===== config.mk =====
export PLATFORM = sky130hd
export DESIGN_NAME = banked_rf_mapper
export DESIGN_NICKNAME = d
export VERILOG_FILES = /design/src/rtl/banked_rf_mapper_pkg.sv /design/src/rtl/banked_rf_ptr.sv /design/src/rtl/banked_rf_resolve.sv /design/src/rtl/banked_rf_store.sv /design/src/rtl/banked_rf_mapper.sv
export SDC_FILE = /design/constraint.sdc
export NUM_CORES = 2
export LEC_CHECK = 0
export CAP_MARGIN = 20
export CORE_MARGIN = 2
export CORE_UTILIZATION = 50
export DETAILED_ROUTE_END_ITERATION = 7
export PLACE_DENSITY_LB_ADDON = 0.25
export RECOVER_POWER = 50
export SYNTH_ARGS = -nofsm -noshare
export SYNTH_HDL_FRONTEND = slang
export SYNTH_HIERARCHICAL = 1
export SYNTH_SLANG_ARGS = --single-unit

===== constraint.sdc =====
create_clock -name clk -period 12.8 [get_ports clk]
set_input_delay 1.92 -clock clk [delete_from_list [all_inputs] [get_ports clk]]
set_output_delay 1.92 -clock clk [all_outputs]
set_load 0.05 [all_outputs]

===== src/rtl/banked_rf_mapper_pkg.sv =====
// Shared target encoding and implemented-offset tests for the address mapper.
// Assumes 4-bit bank nibbles and 4-bit low-window offsets.
package banked_rf_mapper_pkg;

    // Index of each target; equals its bit position in the one-hot select.
    typedef enum logic [1:0] {
        TGT_STD    = 2'd0,
        TGT_SERIAL = 2'd1,
        TGT_SYS    = 2'd2,
        TGT_RSV    = 2'd3
    } tgt_e;

    localparam int TGT_COUNT = 4;

    // Offsets present in the serial-peripheral bank.
    function automatic logic serial_off_ok(input logic [3:0] off);
        return off <= 4'h2;
    endfunction

    // Offsets present in the system-control bank.
    function automatic logic sys_off_ok(input logic [3:0] off);
        return (off == 4'h0) || (off == 4'hB) || (off == 4'hF);
    endfunction

endpackage


===== src/rtl/banked_rf_ptr.sv =====
// Pointer register: upper nibble is the working group, lower nibble the bank.
// Assumes the caller gates the write enable with the pointer address hit.
module banked_rf_ptr #(
    parameter int DATA_W = 8
) (
    input  logic              clk,
    input  logic              rst_n,
    input  logic              we,
    input  logic [DATA_W-1:0] wdata,
    output logic [DATA_W-1:0] q
);

    // Hold the pointer; clear to zero on reset.
    always_ff @(posedge clk) begin
        if (!rst_n)  q <= '0;
        else if (we) q <= wdata;
    end

endmodule


===== src/rtl/banked_rf_resolve.sv =====
// Combinational address resolution: forms the working-register address,
// applies the low-window bank remap and classifies the target.
// Assumes ADDR_W = 2 * NIB_W so the group nibble fills the upper half.
module banked_rf_resolve
    import banked_rf_mapper_pkg::*;
#(
    parameter int          ADDR_W      = 8,
    parameter logic [3:0]  BANK_SERIAL = 4'hC,
    parameter logic [3:0]  BANK_SYS    = 4'hF
) (
    input  logic [ADDR_W-1:0] ptr,
    input  logic [ADDR_W-1:0] acc_addr,
    input  logic              use_work,
    input  logic [ADDR_W/2-1:0] work_reg,
    output logic [ADDR_W-1:0] eff,
    output tgt_e              tgt,
    output logic [ADDR_W-1:0] off
);

    localparam int NIB_W = ADDR_W / 2;

    logic [NIB_W-1:0] bank;
    logic             in_window;

    // Build the effective address from full or working form.
    always_comb begin
        eff = use_work ? {ptr[ADDR_W-1:NIB_W], work_reg} : acc_addr;
    end

    assign bank      = ptr[NIB_W-1:0];
    assign in_window = (eff[ADDR_W-1:NIB_W] == '0);

    // Classify the target and produce its local offset.
    always_comb begin
        tgt = TGT_STD;
        off = eff;
        if (in_window && bank != '0) begin
            off = {{NIB_W{1'b0}}, eff[NIB_W-1:0]};
            if (bank == BANK_SERIAL)
                tgt = serial_off_ok(eff[NIB_W-1:0]) ? TGT_SERIAL : TGT_RSV;
            else if (bank == BANK_SYS)
                tgt = sys_off_ok(eff[NIB_W-1:0]) ? TGT_SYS : TGT_RSV;
            else
                tgt = TGT_RSV;
        end
    end

endmodule


===== src/rtl/banked_rf_store.sv =====
// Standard register storage: one write port, one combinational read port.
// Assumes contents are undefined until written; no reset on the array.
module banked_rf_store #(
    parameter int ADDR_W = 8,
    parameter int DATA_W = 8
) (
    input  logic              clk,
    input  logic              we,
    input  logic [ADDR_W-1:0] addr,
    input  logic [DATA_W-1:0] wdata,
    output logic [DATA_W-1:0] rdata
);

    localparam int DEPTH = 1 << ADDR_W;

    logic [DATA_W-1:0] mem [DEPTH];

    // Commit a write on the clock edge.
    always_ff @(posedge clk) begin
        if (we) mem[addr] <= wdata;
    end

    assign rdata = mem[addr];

endmodule


===== src/rtl/banked_rf_mapper.sv =====
// Top: resolves each register access to standard storage, the pointer,
// the serial bank, the system bank or a reserved hole, and routes data.
// Assumes at most one access per cycle; peripheral registers live outside.
module banked_rf_mapper
    import banked_rf_mapper_pkg::*;
#(
    parameter int         ADDR_W      = 8,
    parameter int         DATA_W      = 8,
    parameter logic [7:0] PTR_ADDR    = 8'hFD,
    parameter logic [3:0] BANK_SERIAL = 4'hC,
    parameter logic [3:0] BANK_SYS    = 4'hF
) (
    input  logic              clk,
    input  logic              rst_n,
    input  logic [ADDR_W-1:0] acc_addr,
    input  logic              use_work,
    input  logic [ADDR_W/2-1:0] work_reg,
    input  logic              rd_en,
    input  logic              wr_en,
    input  logic [DATA_W-1:0] wr_data,
    output logic [DATA_W-1:0] rd_data,
    output logic [TGT_COUNT-1:0] sel,
    output logic [ADDR_W-1:0] loc_off,
    output logic              per_we,
    input  logic [DATA_W-1:0] serial_rdata,
    input  logic [DATA_W-1:0] sys_rdata,
    output logic [DATA_W-1:0] ptr
);

    logic [ADDR_W-1:0] eff;
    tgt_e              tgt;
    logic              access;
    logic              ptr_hit;
    logic              ptr_we;
    logic              store_we;
    logic [DATA_W-1:0] store_rdata;

    banked_rf_resolve #(
        .ADDR_W      (ADDR_W),
        .BANK_SERIAL (BANK_SERIAL),
        .BANK_SYS    (BANK_SYS)
    ) i_resolve (
        .ptr      (ptr),
        .acc_addr (acc_addr),
        .use_work (use_work),
        .work_reg (work_reg),
        .eff      (eff),
        .tgt      (tgt),
        .off      (loc_off)
    );

    assign access   = rd_en | wr_en;
    assign ptr_hit  = (tgt == TGT_STD) && (eff == ADDR_W'(PTR_ADDR));
    assign ptr_we   = wr_en && ptr_hit;
    assign store_we = wr_en && (tgt == TGT_STD) && !ptr_hit;
    assign per_we   = wr_en && ((tgt == TGT_SERIAL) || (tgt == TGT_SYS));

    banked_rf_ptr #(.DATA_W(DATA_W)) i_ptr (
        .clk   (clk),
        .rst_n (rst_n),
        .we    (ptr_we),
        .wdata (wr_data),
        .q     (ptr)
    );

    banked_rf_store #(.ADDR_W(ADDR_W), .DATA_W(DATA_W)) i_store (
        .clk   (clk),
        .we    (store_we),
        .addr  (eff),
        .wdata (wr_data),
        .rdata (store_rdata)
    );

    // One select line per target, raised only during an access.
    for (genvar g = 0; g < TGT_COUNT; g++) begin : g_sel
        assign sel[g] = access && (tgt == tgt_e'(g));
    end

    // Pick read data from the resolved target.
    always_comb begin
        unique case (tgt)
            TGT_STD:    rd_data = ptr_hit ? ptr : store_rdata;
            TGT_SERIAL: rd_data = serial_rdata;
            TGT_SYS:    rd_data = sys_rdata;
            default:    rd_data = '1;
        endcase
    end

endmodule


Word level (Yosys, flattened, before mapping)

Memories as Yosys holds them, arrays and structs flattened.
Cells that the tools add are included.

Bits in registers: 8
Latch bits: 0
Bits in writable memories: 2048
ROM bits: 0
Input bits: 41
Output and inout bits: 29
Memories kept: 1

Memory list:

| memory      | depth | width | rd ports | clocked after Yosys merged registers in | wr ports | line                  | source |
|---|---|---|---|---|---|---|---|
| i_store.mem | 256   | 8     | 1        | 0                                       | 1        | banked_rf_store.sv:16 | `logic [DATA_W-1:0] mem [DEPTH];` |

Add/subtract/negate cells: 0
Multiply operators: 0
Div/mod/pow operators: 0
$lt $le $gt $ge: 1
Equality and inequality tests: 8
Shifts and indexed selects: 0
Multiplexer cells: 11
Bitwise logic cells: 1
Reduce and logical (&&, ||, !) cells: 18

Operators with widths:

| operator                                                              | number |
|---|---|
| 8-bit 2-to-1 mux                                                      | 3 |
| 8-bit case mux with 3 select lines                                    | 1 |
| 4-bit equality test, second input constant                            | 4 |
| 1-bit logical AND                                                     | 10 |
| 8-bit equality test, second input constant                            | 1 |
| 4-bit logical NOT                                                     | 2 |
| 2-bit 2-to-1 mux                                                      | 4 |
| 2-bit equality test, second input constant                            | 2 |
| 4-bit by 2-bit <= comparator with 1-bit output, second input constant | 1 |
| 4-bit nonzero test                                                    | 1 |
| 1-bit logical OR                                                      | 3 |
| 1-bit 2-to-1 mux                                                      | 3 |
| 2-bit by 1-bit equality test with 1-bit output, second input constant | 1 |
| 2-bit logical NOT                                                     | 1 |
| 1-bit logical NOT                                                     | 1 |
| 1-bit bitwise OR                                                      | 1 |

Longest topological paths before layout

Word-level depth: 14
Mapped depth: 17

Modules after synthesis

The synthesis kept the hierarchy.

Modules (own cells, without submodules):

| module            | times used | cells each | area each (um^2) | sequential area each (um^2) |
|---|---|---|---|---|
| banked_rf_store   | 1          | 3539       | 78332.6          | 61499.0 |
| banked_rf_mapper  | 1          | 48         | 349.1            | 0.0 |
| banked_rf_resolve | 1          | 35         | 320.3            | 0.0 |
| banked_rf_ptr     | 1          | 25         | 301.5            | 160.2 |

Least setup slack after synthesis

OpenSTA, ideal clock, no wires.

Path type: input to output
Start point: input use_work
End point: output rd_data[6]
Data arrival time: 4.737 ns
Required time: 10.880 ns
Path slack: 6.143 ns
Stages: 14
Cells stage by stage: buf_6 buf_12 mux2_2 buf_2 nor2b_1 clkbuf_1 clkbuf_1 clkbuf_1 a22oi_1 a21oi_1 o41ai_1 nand4_1 mux2i_1 o21ai_1

RTL lines:

| what                               | line                    | source |
|---|---|---|
| start, declared                    | banked_rf_mapper.sv:16  | `input logic use_work,` |
| 8-bit 2-to-1 mux                   | banked_rf_resolve.sv:27 | `eff = use_work ? {ptr[ADDR_W-1:NIB_W], work_reg} : acc_addr;` |
| via eff[2]                         | banked_rf_mapper.sv:30  | `logic [ADDR_W-1:0] eff;` |
| memory read 256 x 8 bit            | n/a                     |  |
| via store_rdata[6]                 | banked_rf_mapper.sv:36  | `logic [DATA_W-1:0] store_rdata;` |
| 8-bit 2-to-1 mux                   | banked_rf_mapper.sv:82  | `TGT_STD: rd_data = ptr_hit ? ptr : store_rdata;` |
| 8-bit case mux with 3 select lines | banked_rf_mapper.sv:81  | `unique case (tgt)` |
| end, declared                      | banked_rf_mapper.sv:21  | `output logic [DATA_W-1:0] rd_data,` |

The timed path passes the listed nets, and every way through them passes these cells.

Final worst setup path

Start point: input wr_data[7]
End point: memory i_store.mem[194][7] (data pin)

RTL lines:

| what            | line                   | source |
|---|---|---|
| start, declared | banked_rf_mapper.sv:20 | `input logic [DATA_W-1:0] wr_data,` |
| end, declared   | banked_rf_store.sv:16  |  |

Straight into the memory's write port.

==> metrics <==
clk_lat worst skew=0.84 ns; most frequent cell after synthesis=edfxtp_1; layout cell share with drive strength beyond 1=0.229; post-synthesis sequential area ratio=0.778; Max-slew headroom=-3.79; postcts setup bufs=0; CP Capture Type=flop; CP arrival=around 11 ns; Global Route Usage Sum=0.239; TritonCTS clock tree=done; worst setup margin=between 1.5 and 2 ns; syn_area_per_cell=around 22 um2; Critical Path Slowest Stage Cell=clkbuf_1; Synth area leaders=edfxtp_1 (78%), mux4_2 (15%), a22oi_1 (2.4%); GR Overflow Total=0; EDFF count, synth=approximately 2000; Worst EP required=around 13 ns; number of vias per cell=between 6 and 7; Starting Density=0.502; Die Span X=402 um; Cell variety after synth=37; Post-Synthesis Cells=roughly 3600; Core ar.=between 150000 and 200000 um2; CP Cell Sequence=clkbuf_1 -> clkbuf_1 -> clkbuf_1; largest net degree at the start of global routing=153; P per Cell Area=around 160 nW/um2; Pre-Repair DR Iteration Count=6; Num CTS Buffers=~200; Clock Tree Buf Depth=3; WS Path Type=primary input to flop; crit-path max FO=150; final number of hold-violating endpoints=0; net count reported at finish=around 3800; reg2reg path depth=13; Synth Register Bits=roughly 2000; H-tree depth=4; post-synth net total=3692; vias in the first global route=just under 40000; Top delay family on crit path=buffers and inverters; gp weighted congestion=about 0.86; ANT nets after route=0; drt first-iter violations=about 4800; Worst-Margin Slew=roughly 7.2 ns; Final Skew=0.0402 ns; crit path to=i_store/mem[194][7]; row count=146; Avg WL per Cell=~32 um; Worst Hold Class=flop to flop; Slowest Stage Delay on Critical Path=4.79 ns; Finish-stage setup viols=0; Post-Route WL=~190000 um; I/O pin cnt=70; leakage=26.7 nW; most frequent cells after synthesis=edfxtp_1 (2048), mux4_2 (512), a22oi_1 (256), nor2_1 (238), clkbuf_1 (148); ys flop type=edfxtp_1; Die ar.=162000 um2; fill cell count=11600; VDD IR max=around 0.16 mV; Tmin final=between 10 and 15 ns; CP bufs+invs=3; unrepaired setup endpoints after global routing=false; status=finished with violations; first-pass GRT wire length=276000 um; via count=approximately 39000; Synth area leader=edfxtp_1; failing checks=max-capacitance violations, max-slew violations; Post-Syn Area=slightly below 80000 um2; die height=~400 um; Setup crit start=wr_data[7]; max_cap viols=22; r2r startpoint=i_ptr/q[5]; initial antenna violation count=7; drt drc=0; I/O Buffers=69; period utilisation layout=0.855; Most Frequent Cell on Critical Path=clkbuf_1; fraction of registers with async set/reset=0; pre-CTS worst setup slack=around 2.8 ns; setup TNS=0 ns; f_max=slightly above 0.09 GHz; Root Driver=clkbuf_16; CP Launch Type=primary input; total number of yosys warnings=6; top cell type's share of synthesized area=0.775; clock tree sinks=~2000; r2r setup slk=approximately 6.2 ns; DPL Wire Length=110000 um; WP depth=3; Slew Limit Fails=2063; reg2reg end=i_store/mem[130][3]; Syn-to-layout area delta=11.7%; # resized after CTS=0; Hold-fix buffers, CTS=0; Reg clk slew, reported paths=roughly 0.060 ns
-- power breakdown --
part	internal, mW	total (mW)	switching (mW)
Sequential	7.44	7.44	0.00189
Clock	3.16	5.63	2.47
Combinational	0.311	0.882	0.571
-- tightest hold or removal path, cell delays in order (launching register included) --
cell	delay, ns
dfxtp_1	0.44
mux2i_1	0.21
nor2b_1	0.06
-- sequential cells by signal (all words and copies together), names as in the netlist --
name / count
i_store/mem: 2048
i_ptr/q: 8
-- cell usage in the layout (no fill, tap or decap), types with 5 or more instances in the layout --
cell             Yosys  layout
clkdlybuf4s50_1      0      48
edfxtp_1          2048    2048
o21ai_1              8       8
nand3_1             13       8
mux2_2              11       9
nor2b_1             18      16
clkbuf_1           148      74
a22oi_1            256     256
clkinv_1             0      50
clkbuf_16            0     205
nor3_1              31      28
nand3_2              0       5
nor2_1             238     237
clkinv_2             0      35
o41ai_1             32      29
mux4_2             512     512
nand2_1             33      33
mux2i_1             16      16
nor3_2               2       5
a221oi_1             8       8
buf_12               1      13
dlygate4sd3_1        0      13
nand4_1             10      10
a21oi_1            129     129
buf_4               20      72
clkinvlp_4           0       5
dfxtp_1              8       8
bufinv_16            0      10
-- area by class of cell --
cell class,instances,area [um2],area share
flip-flops and latches,2056,61700,0.696
multi-input cells,1344,16600,0.187
clock buffers,259,5370,0.0606
well taps,2072,2590,0.0293
repair buffers,171,1510,0.0170
clock inverters,111,882,0.00996
inverters,4,15.0,0.000169
diodes,1,2.50,0.0000282
-- metrics by stage --
step	instances	utilization	power (mW)	cell area (um2)	hold WS, ns
after floorplan	3647	-	8.08	79300	0.771
after global placement	5643	0.522	8.44	82400	0.671
after detailed placement	5644	0.522	8.45	82500	0.696
after CTS	6014	0.561	14.0	88700	0.743
after global routing	6017	0.561	14.4	88600	0.769
final	6018	0.561	14.0	88600	0.767
-- layer usage --
metal | global-route usage | routed length [um]
met4 | 0.0659 | 4900
met3 | 0.0693 | 21000
met2 | 0.359 | 90000
met5 | 0 | 68
met1 | 0.344 | 76500
-- worst min path at each step --
stage	start	end	slack, ns	cells after the start
finish	i_ptr/q[7]	i_ptr/q[7]	0.77	2
global route	i_ptr/q[7]	i_ptr/q[7]	0.77	2
CTS	i_ptr/q[7]	i_ptr/q[7]	0.74	2
detailed placement	i_ptr/q[7]	i_ptr/q[7]	0.70	2
global placement	i_ptr/q[7]	i_ptr/q[7]	0.67	2
floorplan	i_ptr/q[4]	i_ptr/q[4]	0.77	2
-- kinds of logic after synthesis --
| logic type | Yosys count | share of synthesized area |
|---|---|---|
| flops | 2056 | 0.778 |
| mux | 540 | 0.149 |
| compound gates | 437 | 0.0377 |
| simple gates | 363 | 0.0198 |
| buf+inv | 247 | 0.0152 |
| fa+ha+maj | 4 | 0.000631 |
No activity file was read; power rests on OpenSTA's default activity.
